<file path="config.mk">
export PLATFORM = sky130hd
export DESIGN_NAME = spm_top
export DESIGN_NICKNAME = d
export VERILOG_FILES = /design/src/rtl/spm_pkg.sv /design/src/rtl/spm_fifo.sv /design/src/rtl/spm_shifter.sv /design/src/rtl/spm_top.sv
export SDC_FILE = /design/constraint.sdc
export NUM_CORES = 1
export LEC_CHECK = 0
export BUFFER_PORTS_ARGS = -buffer_cell sky130_fd_sc_hd__buf_2
export CORE_MARGIN = 8
export CORE_UTILIZATION = 46
export DETAILED_ROUTE_END_ITERATION = 12
export GPL_ROUTABILITY_DRIVEN = 0
export GPL_TIMING_DRIVEN = 0
export PLACE_DENSITY_LB_ADDON = 0.15
export SYNTH_ARGS = -nofsm -noshare
export SYNTH_HDL_FRONTEND = slang
export SYNTH_HIERARCHICAL = 1
export SYNTH_SLANG_ARGS = --single-unit
</file>
<file path="constraint.sdc">
create_clock -name clk -period 5.6 [get_ports clk]
set_clock_uncertainty 0.2 [all_clocks]
set_input_delay 1.12 -clock clk [delete_from_list [all_inputs] [get_ports clk]]
set_output_delay 1.12 -clock clk [all_outputs]
set_load 0.005 [all_outputs]
</file>
<file path="src/rtl/spm_pkg.sv">
package spm_pkg;
  localparam int ADDR_W = 12;

  localparam logic [ADDR_W-1:0] A_CTRL0 = 12'h000;
  localparam logic [ADDR_W-1:0] A_CTRL1 = 12'h004;
  localparam logic [ADDR_W-1:0] A_DATA  = 12'h008;
  localparam logic [ADDR_W-1:0] A_STAT  = 12'h00C;
  localparam logic [ADDR_W-1:0] A_PSC   = 12'h010;
  localparam logic [ADDR_W-1:0] A_MASK  = 12'h014;
  localparam logic [ADDR_W-1:0] A_RAW   = 12'h018;
  localparam logic [ADDR_W-1:0] A_MIS   = 12'h01C;
  localparam logic [ADDR_W-1:0] A_DMA   = 12'h020;
  localparam logic [ADDR_W-1:0] A_IDWIN = 12'hFE0;

  // control 1 bit positions
  localparam int C1_LOOP = 0;
  localparam int C1_EN   = 1;

  function automatic logic [7:0] id_byte(input logic [2:0] idx);
    case (idx)
      3'd0: id_byte = 8'h22;
      3'd1: id_byte = 8'h10;
      3'd2: id_byte = 8'h04;
      3'd3: id_byte = 8'h00;
      3'd4: id_byte = 8'h0D;
      3'd5: id_byte = 8'hF0;
      3'd6: id_byte = 8'h05;
      default: id_byte = 8'hB1;
    endcase
  endfunction
endpackage

</file>
<file path="src/rtl/spm_fifo.sv">
module spm_fifo #(
  parameter int DW    = 16,
  parameter int DEPTH = 8
) (
  input  logic                         clk,
  input  logic                         rst,
  input  logic                         push,
  input  logic [DW-1:0]                pdata,
  input  logic                         pop,
  output logic [DW-1:0]                head,
  output logic [$clog2(DEPTH):0]       count
);
  localparam int PW = $clog2(DEPTH);

  logic [DW-1:0] mem [DEPTH];
  logic [PW-1:0] wp, rp;

  always_ff @(posedge clk) begin
    if (push) mem[wp] <= pdata;
  end

  always_ff @(posedge clk) begin
    if (rst) begin
      wp    <= '0;
      rp    <= '0;
      count <= '0;
    end else begin
      if (push) wp <= wp + 1'b1;
      if (pop)  rp <= rp + 1'b1;
      case ({push, pop})
        2'b10:   count <= count + 1'b1;
        2'b01:   count <= count - 1'b1;
        default: count <= count;
      endcase
    end
  end

  assign head = mem[rp];
endmodule

</file>
<file path="src/rtl/spm_shifter.sv">
module spm_shifter #(
  parameter int DW  = 16,
  parameter int FSW = 4
) (
  input  logic           clk,
  input  logic           rst,
  input  logic           start,
  input  logic [DW-1:0]  word,
  input  logic [FSW-1:0] fsel,
  input  logic [7:0]     psc,
  input  logic           loop,
  input  logic           miso,
  output logic           active,
  output logic           sclk,
  output logic           mosi,
  output logic           done,
  output logic [DW-1:0]  rx_word
);
  logic [DW-1:0] txsh, rxsh;
  logic [FSW:0]  left;
  logic [8:0]    div, half;
  logic          sample;

  assign half   = (psc == 8'd0) ? 9'd4 : {psc, 1'b0};
  assign sample = loop ? txsh[DW-1] : miso;

  always_ff @(posedge clk) begin
    if (rst) begin
      active <= 1'b0;
      sclk   <= 1'b0;
      done   <= 1'b0;
      txsh   <= '0;
      rxsh   <= '0;
      left   <= '0;
      div    <= '0;
    end else begin
      done <= 1'b0;
      if (start && !active) begin
        active <= 1'b1;
        txsh   <= word << (FSW'(DW-1) - fsel);
        rxsh   <= '0;
        left   <= {1'b0, fsel} + 1'b1;
        div    <= '0;
        sclk   <= 1'b0;
      end else if (active) begin
        if (div == half - 9'd1) begin
          div <= '0;
          if (!sclk) begin
            sclk <= 1'b1;
            rxsh <= {rxsh[DW-2:0], sample};
          end else begin
            sclk <= 1'b0;
            if (left == 1) begin
              active <= 1'b0;
              done   <= 1'b1;
            end else begin
              left <= left - 1'b1;
              txsh <= txsh << 1;
            end
          end
        end else begin
          div <= div + 9'd1;
        end
      end
    end
  end

  assign mosi    = txsh[DW-1];
  assign rx_word = rxsh;
endmodule

</file>
<file path="src/rtl/spm_top.sv">
module spm_top
  import spm_pkg::*;
#(
  parameter int DW    = 16,
  parameter int DEPTH = 8
) (
  input  logic              clk,
  input  logic              rst,
  input  logic              bus_wr,
  input  logic              bus_rd,
  input  logic [ADDR_W-1:0] bus_addr,
  input  logic [31:0]       bus_wdata,
  output logic [31:0]       bus_rdata,
  output logic              irq,
  output logic              sclk,
  output logic              mosi,
  input  logic              miso
);
  localparam int FSW  = $clog2(DW);
  localparam int CW   = $clog2(DEPTH) + 1;
  localparam int HALF = DEPTH / 2;

  logic [FSW-1:0] cr0_fs;
  logic [3:0]     cr1;
  logic [7:0]     psc;
  logic [3:0]     imask;
  logic [DW-1:0]  fmask;

  logic [DW-1:0]  tx_head, rx_head, rx_word;
  logic [CW-1:0]  tx_cnt, rx_cnt;
  logic           tx_push, tx_pop, rx_push, rx_pop;
  logic           active, done, start;
  logic           tx_empty, tx_full, rx_empty, rx_full;
  logic [3:0]     raw;
  logic [4:0]     stat;
  logic [31:0]    rd_next;

  assign fmask    = {DW{1'b1}} >> (FSW'(DW-1) - cr0_fs);
  assign tx_empty = (tx_cnt == '0);
  assign tx_full  = (tx_cnt == CW'(DEPTH));
  assign rx_empty = (rx_cnt == '0);
  assign rx_full  = (rx_cnt == CW'(DEPTH));

  assign tx_push = bus_wr && (bus_addr == A_DATA) && !tx_full;
  assign rx_pop  = bus_rd && (bus_addr == A_DATA) && !rx_empty;
  assign start   = cr1[C1_EN] && !active && !done && !tx_empty && !rx_full;
  assign tx_pop  = start;
  assign rx_push = done;

  spm_fifo #(.DW(DW), .DEPTH(DEPTH)) u_txq (
    .clk(clk), .rst(rst), .push(tx_push), .pdata(bus_wdata[DW-1:0] & fmask),
    .pop(tx_pop), .head(tx_head), .count(tx_cnt));

  spm_fifo #(.DW(DW), .DEPTH(DEPTH)) u_rxq (
    .clk(clk), .rst(rst), .push(rx_push), .pdata(rx_word & fmask),
    .pop(rx_pop), .head(rx_head), .count(rx_cnt));

  spm_shifter #(.DW(DW), .FSW(FSW)) u_shift (
    .clk(clk), .rst(rst), .start(start), .word(tx_head), .fsel(cr0_fs),
    .psc(psc), .loop(cr1[C1_LOOP]), .miso(miso), .active(active),
    .sclk(sclk), .mosi(mosi), .done(done), .rx_word(rx_word));

  assign raw  = {(tx_cnt <= CW'(HALF)), (rx_cnt >= CW'(HALF)), 2'b00};
  assign stat = {(!tx_empty || active), rx_full, !rx_empty, !tx_full, tx_empty};

  always_ff @(posedge clk) begin
    if (rst) begin
      cr0_fs <= '0;
      cr1    <= '0;
      psc    <= '0;
      imask  <= '0;
    end else if (bus_wr) begin
      case (bus_addr)
        A_CTRL0: cr0_fs <= bus_wdata[FSW-1:0];
        A_CTRL1: cr1    <= bus_wdata[3:0];
        A_PSC:   psc    <= bus_wdata[7:0];
        A_MASK:  imask  <= bus_wdata[3:0];
        default: ;
      endcase
    end
  end

  always_comb begin
    rd_next = '0;
    if (bus_addr >= A_IDWIN) begin
      rd_next = {24'd0, id_byte(bus_addr[4:2])};
    end else begin
      case (bus_addr)
        A_CTRL0: rd_next = 32'(cr0_fs);
        A_CTRL1: rd_next = 32'(cr1);
        A_DATA:  rd_next = rx_empty ? 32'd0 : 32'(rx_head);
        A_STAT:  rd_next = 32'(stat);
        A_PSC:   rd_next = 32'(psc);
        A_MASK:  rd_next = 32'(imask);
        A_RAW:   rd_next = 32'(raw);
        A_MIS:   rd_next = 32'(raw & imask);
        default: rd_next = '0;
      endcase
    end
  end

  always_ff @(posedge clk) begin
    if (rst) begin
      bus_rdata <= '0;
      irq       <= 1'b0;
    end else begin
      if (bus_rd) bus_rdata <= rd_next;
      irq <= |(raw & imask);
    end
  end
endmodule

</file>
==> Yosys cells after proc, flatten, opt, wreduce, memory -nomap -nowiden <==
Memories as Yosys holds them, arrays and structs flattened. A register that Yosys moved wholly into a read port is not among the register bits.
Index checks and enable logic that the tools add are counted.
{ "op_classes": {"bitwise_logic": 7, "mux": 34, "n_shift": 2, "order_cmp": 3, "reduce_logical": 36, "eq_ne": 22, "addsub": 13} }
{ "op_table": {"columns": ["op", "n"], "rows": [
  ["$pmux 16 s8", 1],
  ["$mux 16", 7],
  ["$pmux 8 s7", 1],
  ["$eq 12x5->1 const B", 4],
  ["$and 16x16->16", 2],
  ["$mux 5", 5],
  ["$eq 12x4->1 const B", 2],
  ["$mux 9", 2],
  ["$pmux 4 s2", 2],
  ["$shl 16x4->16", 1],
  ["$shr 16x4->16 const A", 1],
  ["$add 3x1->3 const B", 4],
  ["$eq 12x3->1 const B", 1],
  ["$ge 12x12->1 const B", 1],
  ["$logic_not 12->1", 1],
  ["$mux 1", 12],
  ["$mux 3", 4],
  ["$reduce_and 2->1", 5],
  ["$reduce_bool 2->1", 5],
  ["$add 9x1->9 const B", 1],
  ["$eq 3x3->1 const B", 3],
  ["$eq 9x9->1", 1],
  ["$logic_and 1x1->1", 9],
  ["$sub 9x1->9 const B", 1],
  ["other kinds (26)", 41]
]} }
{ "totals": {"ramBits": 256, "register_bits": 122, "wordCells": 138, "memories": 2, "in_bits": 49, "output_inout_bits": 35} }
{ "mem_list": {"columns": ["memory", "words", "word_bits", "read_ports", "rd_clocked_by_memory_dff", "wr", "line_no", "source"], "rows": [
  ["u_rxq.mem", 8, 16, 1, 1, 1, "spm_fifo.sv:15", "logic [DW-1:0] mem [DEPTH];"],
  ["u_txq.mem", 8, 16, 1, 1, 1, "spm_fifo.sv:15", null]
]} }

==> Longest topological paths before layout <==
{ "logic_depth": {"ltp_word": 8, "ltp_mapped": 12, "depth_no_buf": 11} }

==> Modules after synthesis <==
The synthesis kept the hierarchy.
{ "modules_own_cells": {"columns": ["mod", "area_per_inst_um2", "instances", "seq_area_each_um2", "cells_each"], "rows": [
  ["spm_fifo", 5525.3, 2, 4103.9, 254],
  ["spm_shifter", 3078.0, 1, 980.9, 359],
  ["spm_top", 2464.9, 1, 740.7, 321]
]} }

==> Least setup slack after synthesis <==
Ideal clock, no wire load.
{ "synth_path": {"kind": "input to register", "start": "in bus_addr[9]", "end": "mem u_txq.mem[0][0], enable pin", "required_ns": 4.991, "path_buffers": 0, "setup_slack_ns": 1.032, "arrival_ns": 3.959, "setup_time_ns": 0.409, "cell_stages": 5, "cell_sequence": "nor4_1 nand3_1 a2111oi_0 nand2b_1 nor3_1"} }
{ "synth_via": {"elab_chain_cells": 5} }
{ "synth_rtl": {"columns": ["element", "line_no", "source"], "rows": [
  ["start, declared", "spm_top.sv:11", "input logic [ADDR_W-1:0] bus_addr,"],
  ["$eq 12x4->1", "spm_top.sv:44", "assign tx_push = bus_wr && (bus_addr == A_DATA) && !tx_full;"],
  ["$logic_and 1x1->1 (2 in series)", "spm_top.sv:44", null],
  ["net tx_push", "spm_top.sv:31", "logic tx_push, tx_pop, rx_push, rx_pop;"],
  ["$mux 1", "spm_fifo.sv:19", "if (push) mem[wp] <= pdata;"],
  ["$mux 1 (not written as such)", "spm_fifo.sv:19", null],
  ["end, declared", "spm_fifo.sv:15", null]
]} }
The timed path passes the listed nets, and every way through them passes these cells.

==> Worst setup path after layout <==
{ "layout_path": {"start": "in bus_addr[9]", "end": "reg u_txq.count[3]"} }
{ "layout_via": {"elab_chain_cells": 5, "elab_cells_between_ends": 7, "cone_classes": "eq/ne (3); mux (1); reduce/logical (3)"} }
{ "layout_rtl": {"columns": ["element", "line_no", "source"], "rows": [
  ["$eq 12x4->1 *", "spm_top.sv:44", null],
  ["$logic_and 1x1->1 * (2 in series)", "spm_top.sv:44", null],
  ["net tx_push", "spm_top.sv:31", null],
  ["$eq 2x1->1 / $eq 2x2->1 (equally long branches)", "spm_fifo.sv:30", "case ({push, pop})"],
  ["$pmux 4 s2 / $reduce_bool 2->1 (equally long branches)", null, null],
  ["end signal, assigned", "spm_fifo.sv:31", "2'b10: count <= count + 1'b1;"],
  ["end signal, assigned", "spm_fifo.sv:32", "2'b01: count <= count - 1'b1;"],
  ["end signal, assigned", "spm_fifo.sv:33", "default: count <= count;"],
  ["end, declared", "spm_fifo.sv:11", "output logic [$clog2(DEPTH):0] count"]
]} }
The timed path passes the listed nets; every way through them passes the cells marked *.
A chain may end at the register's enable or synchronous reset.

==> flow_summary.yaml <==
worst_hold_path:
  min_path_type: "flop to flop"
critical_path:
  crit_end: "u_txq/count[3]"
  crit_type: "primary input to flop"
  path_cells: "buf_2, nor4_1, nand3_1, a2111oi_1, buf_2, inv_1, ha_1, clkbuf_1, nor4bb_1, o21ai_0, o31ai_1, mux2_2"
  r2r_slack_ps: 1800
  worstSetupEndpointType: "flop"
  arrival_ps: 4600
  cp.required_ps: 5820
  r2r_cells: 10
  cp_max_fo: 7
  start_kind: "primary input"
  worstReg2RegEnd: "u_rxq/count[3]"
  cp_slowest_cell: "nor4_1"
  r2r-start: "u_rxq/count[2]"
  startpoint: "bus_addr[9]"
  crit_top_cell: "buf_2"
  max_stage_delay_ps: 970
cts:
  clock_sinks: 368
  cts_setup_buffers: 0
  cts_tree: "built"
  cts_buffers: 40
  insertion_delay_ps: 540
  clk_pin_slew_worst_paths_ps: 60
  htreeDepth: 2
  cts_root_buf: "clkbuf_16"
  clk_path_buf_depth: 3
  holdBufCountCts: 0
  ctsResizeCount: 0
power:
  vdd_ir_drop_max_mv: 0.228
  finalPower_mw: 5.62
  powerDensity_nw_per_um2: 294
  power.leakage_nw: 7.05
synthesis:
  synth_common_cells: "256 x edfxtp_1, 112 x dfxtp_1, 88 x nor2_1"
  synth.most_common_cell: "edfxtp_1"
  synth_area_um2: 16600
  synthTopCellsByArea: "edfxtp_1 46%, dfxtp_1 14%, mux4_1 8.9%, mux2_2 2.6%, mux2i_1 2.4%"
  synth_edf_count: 256
  ys_seq_elements: 368
  yosysSeqAreaShare_pct: 59.8
  yosysWarnings: 6
  yosys.area.top_type: "edfxtp_1"
  synth_top_area_share_pct: 46.3
  avgSynthCellArea_um2: 14.0
  async_reset_ff_share_pct: 0
  netlist_instances: 1188
  synth-main-ff-cell: "edfxtp_1"
  synth_cell_types: 76
sta:
  grt_setup_unrepaired: "no"
  slew_headroom_pct: 22.0
  worst_pin_slew_ps: 1160
  post-route-min-period_ps: 4380
  fin_tns_setup_ps: 0
  fmax_ghz: 0.228
  post-route-period-util_pct: 78.2
  slew_viol_final: 0
  setup_viol: 0
  finalHoldViolCount: 0
die:
  coreArea_um2: 35600
  die_w_um: 206
  pin_count: 84
  start_util_pct: 46.7
  die_y_um: 206
  die-area_um2: 42400
  rows: 69
global_routing:
  overflow: 0
  grt_max_degree: 15
  grt_pass1_vias: 10400
  track_usage_pct: 18.8
  antenna_found_initial: 1
  grt_pass1_wl_um: 61300
cells_and_area:
  drive_gt1_share_pct: 18.8
  fin_nets: 1377
  fillers: 2972
  syn_to_final_growth_pct: 15.1
  final-instance-count-excl-fill: 1805
  diodes: 0
routing:
  vias: 10400
  vias_per_cell: 5.79
  wl_per_cell_um: 22.1
  drt-initial-drc-count: 904
  totalWireLength_um: 39900
  ant_nets: 0
  drc: 0
  dr.pass1.iters: 5
placed_design:
  dp_hpwl_um: 28300
  port_buffers: 49
  placed_cells_incl_taps: 1732
run:
  max_cap_viol_count: 0
outcome:
  status: "complete, no violations"
-- kinds of logic after synthesis --
| group | count (synthesis) | share of synthesized area [%] |
|---|---|---|
| compound gates | 171 | 6.81 |
| other cells | 1 | 0.0226 |
| buf+inv | 113 | 3.47 |
| xor+xnor | 31 | 1.64 |
| fa+ha+maj | 15 | 1.13 |
| simple gates | 335 | 10.7 |
| flops | 368 | 59.8 |
| mux | 154 | 16.4 |
-- worst max-delay path: cells and delay by family --
| family | cells | cell delay (ps) |
|---|---|---|
| simple gates | 3 | 1560 |
| fa+ha+maj | 1 | 300 |
| compound gates | 3 | 620 |
| buf+inv | 4 | 630 |
| mux | 1 | 360 |
-- layout by cell type (no fill, tap or decap), types with 9 or more instances in the layout --
| master | n |
|---|---|
| o21ai_1 | 10 |
| nor2b_1 | 17 |
| clkbuf_16 | 41 |
| o31ai_1 | 9 |
| buf_4 | 17 |
| nand2_1 | 52 |
| mux4_1 | 56 |
| nand3_1 | 31 |
| o21ai_0 | 36 |
| nor4_1 | 12 |
| mux4_2 | 17 |
| buf_6 | 16 |
| xor2_1 | 23 |
| clkbuf_1 | 58 |
| dfxtp_1 | 112 |
| buf_2 | 58 |
| nor2_1 | 76 |
| mux2_2 | 39 |
| nor2_2 | 12 |
| ha_1 | 15 |
| buf_8 | 12 |
| mux2i_1 | 39 |
| a21oi_1 | 45 |
| nor3_1 | 22 |
| inv_1 | 22 |
| edfxtp_1 | 256 |
| conb_1 | 16 |
| nand2b_1 | 26 |
| nand4_1 | 28 |
-- metrics by stage --
step | utilization, % | hold WS [ps] | area [um^2] | worst slack [ps]
2_1_floorplan | - | 246 | 16600 | 1030
3_3_place_gp | 49.1 | 255 | 17500 | -1610
3_5_place_dp | 50.0 | 259 | 17800 | 768
4_1_cts | 53.7 | 268 | 19100 | 1330
5_1_grt | 53.7 | 287 | 19100 | 1090
6_report | 53.7 | 267 | 19100 | 1220
-- metal layers --
metal  vias up  wire [um]  part of all wire [%]  GRT usage, %
li1       4858          -                     -             -
met1      5217      18300                    46          26.9
met2       325      18400                    46          29.8
met3        48       2540                   6.4          3.15
met4         0        678                   1.7          4.26
met5         -          0                     0             0
-- worst min-delay path by stage --
stage,depth (start not counted),to,slack [ps],from
after floorplan,2,u_shift/txsh[2],250,u_shift/txsh[2]
after global placement,2,u_shift/txsh[1],260,u_shift/txsh[1]
after detailed placement,2,u_shift/txsh[2],260,u_shift/txsh[2]
after CTS,2,u_shift/txsh[2],270,u_shift/txsh[2]
after global routing,2,u_shift/txsh[2],290,u_shift/txsh[2]
final,2,u_shift/txsh[2],270,u_shift/txsh[2]
-- sequential cells by signal, summed over array words and instances, names as in the netlist, 3 cells and up, named ones only --
| signal | flops |
|---|---|
| u_shift/left | 5 |
| u_txq/mem | 128 |
| u_txq/wp | 3 |
| psc | 8 |
| u_txq/rp | 3 |
| u_shift/div | 9 |
| u_rxq/wp | 3 |
| cr1 | 4 |
| u_shift/txsh | 16 |
| u_txq/count | 4 |
| bus_rdata | 16 |
| u_rxq/count | 4 |
| u_rxq/rp | 3 |
| cr0_fs | 4 |
| u_shift/rx_word | 16 |
| u_rxq/mem | 128 |
| imask | 4 |
-- power breakdown --
group	switching, mW	total [mW]	internal [mW]
clock network	1.04	2.64	1.60
logic	0.0672	0.100	0.0330
registers	0.00194	2.88	2.88
-- area by class of cell --
type / count / area [um^2] / area share [%]
Buffer: 90 / 489 / 2.56
Clock buffer: 55 / 1090 / 5.72
Clock inverter: 18 / 226 / 1.19
Inverter: 23 / 86.3 / 0.452
Multi-Input combinational cell: 722 / 6200 / 32.4
Sequential cell: 368 / 9930 / 52.0
Tap cell: 461 / 577 / 3.02
Timing Repair Buffer: 68 / 498 / 2.61
(Power assumes the default switching activity.)
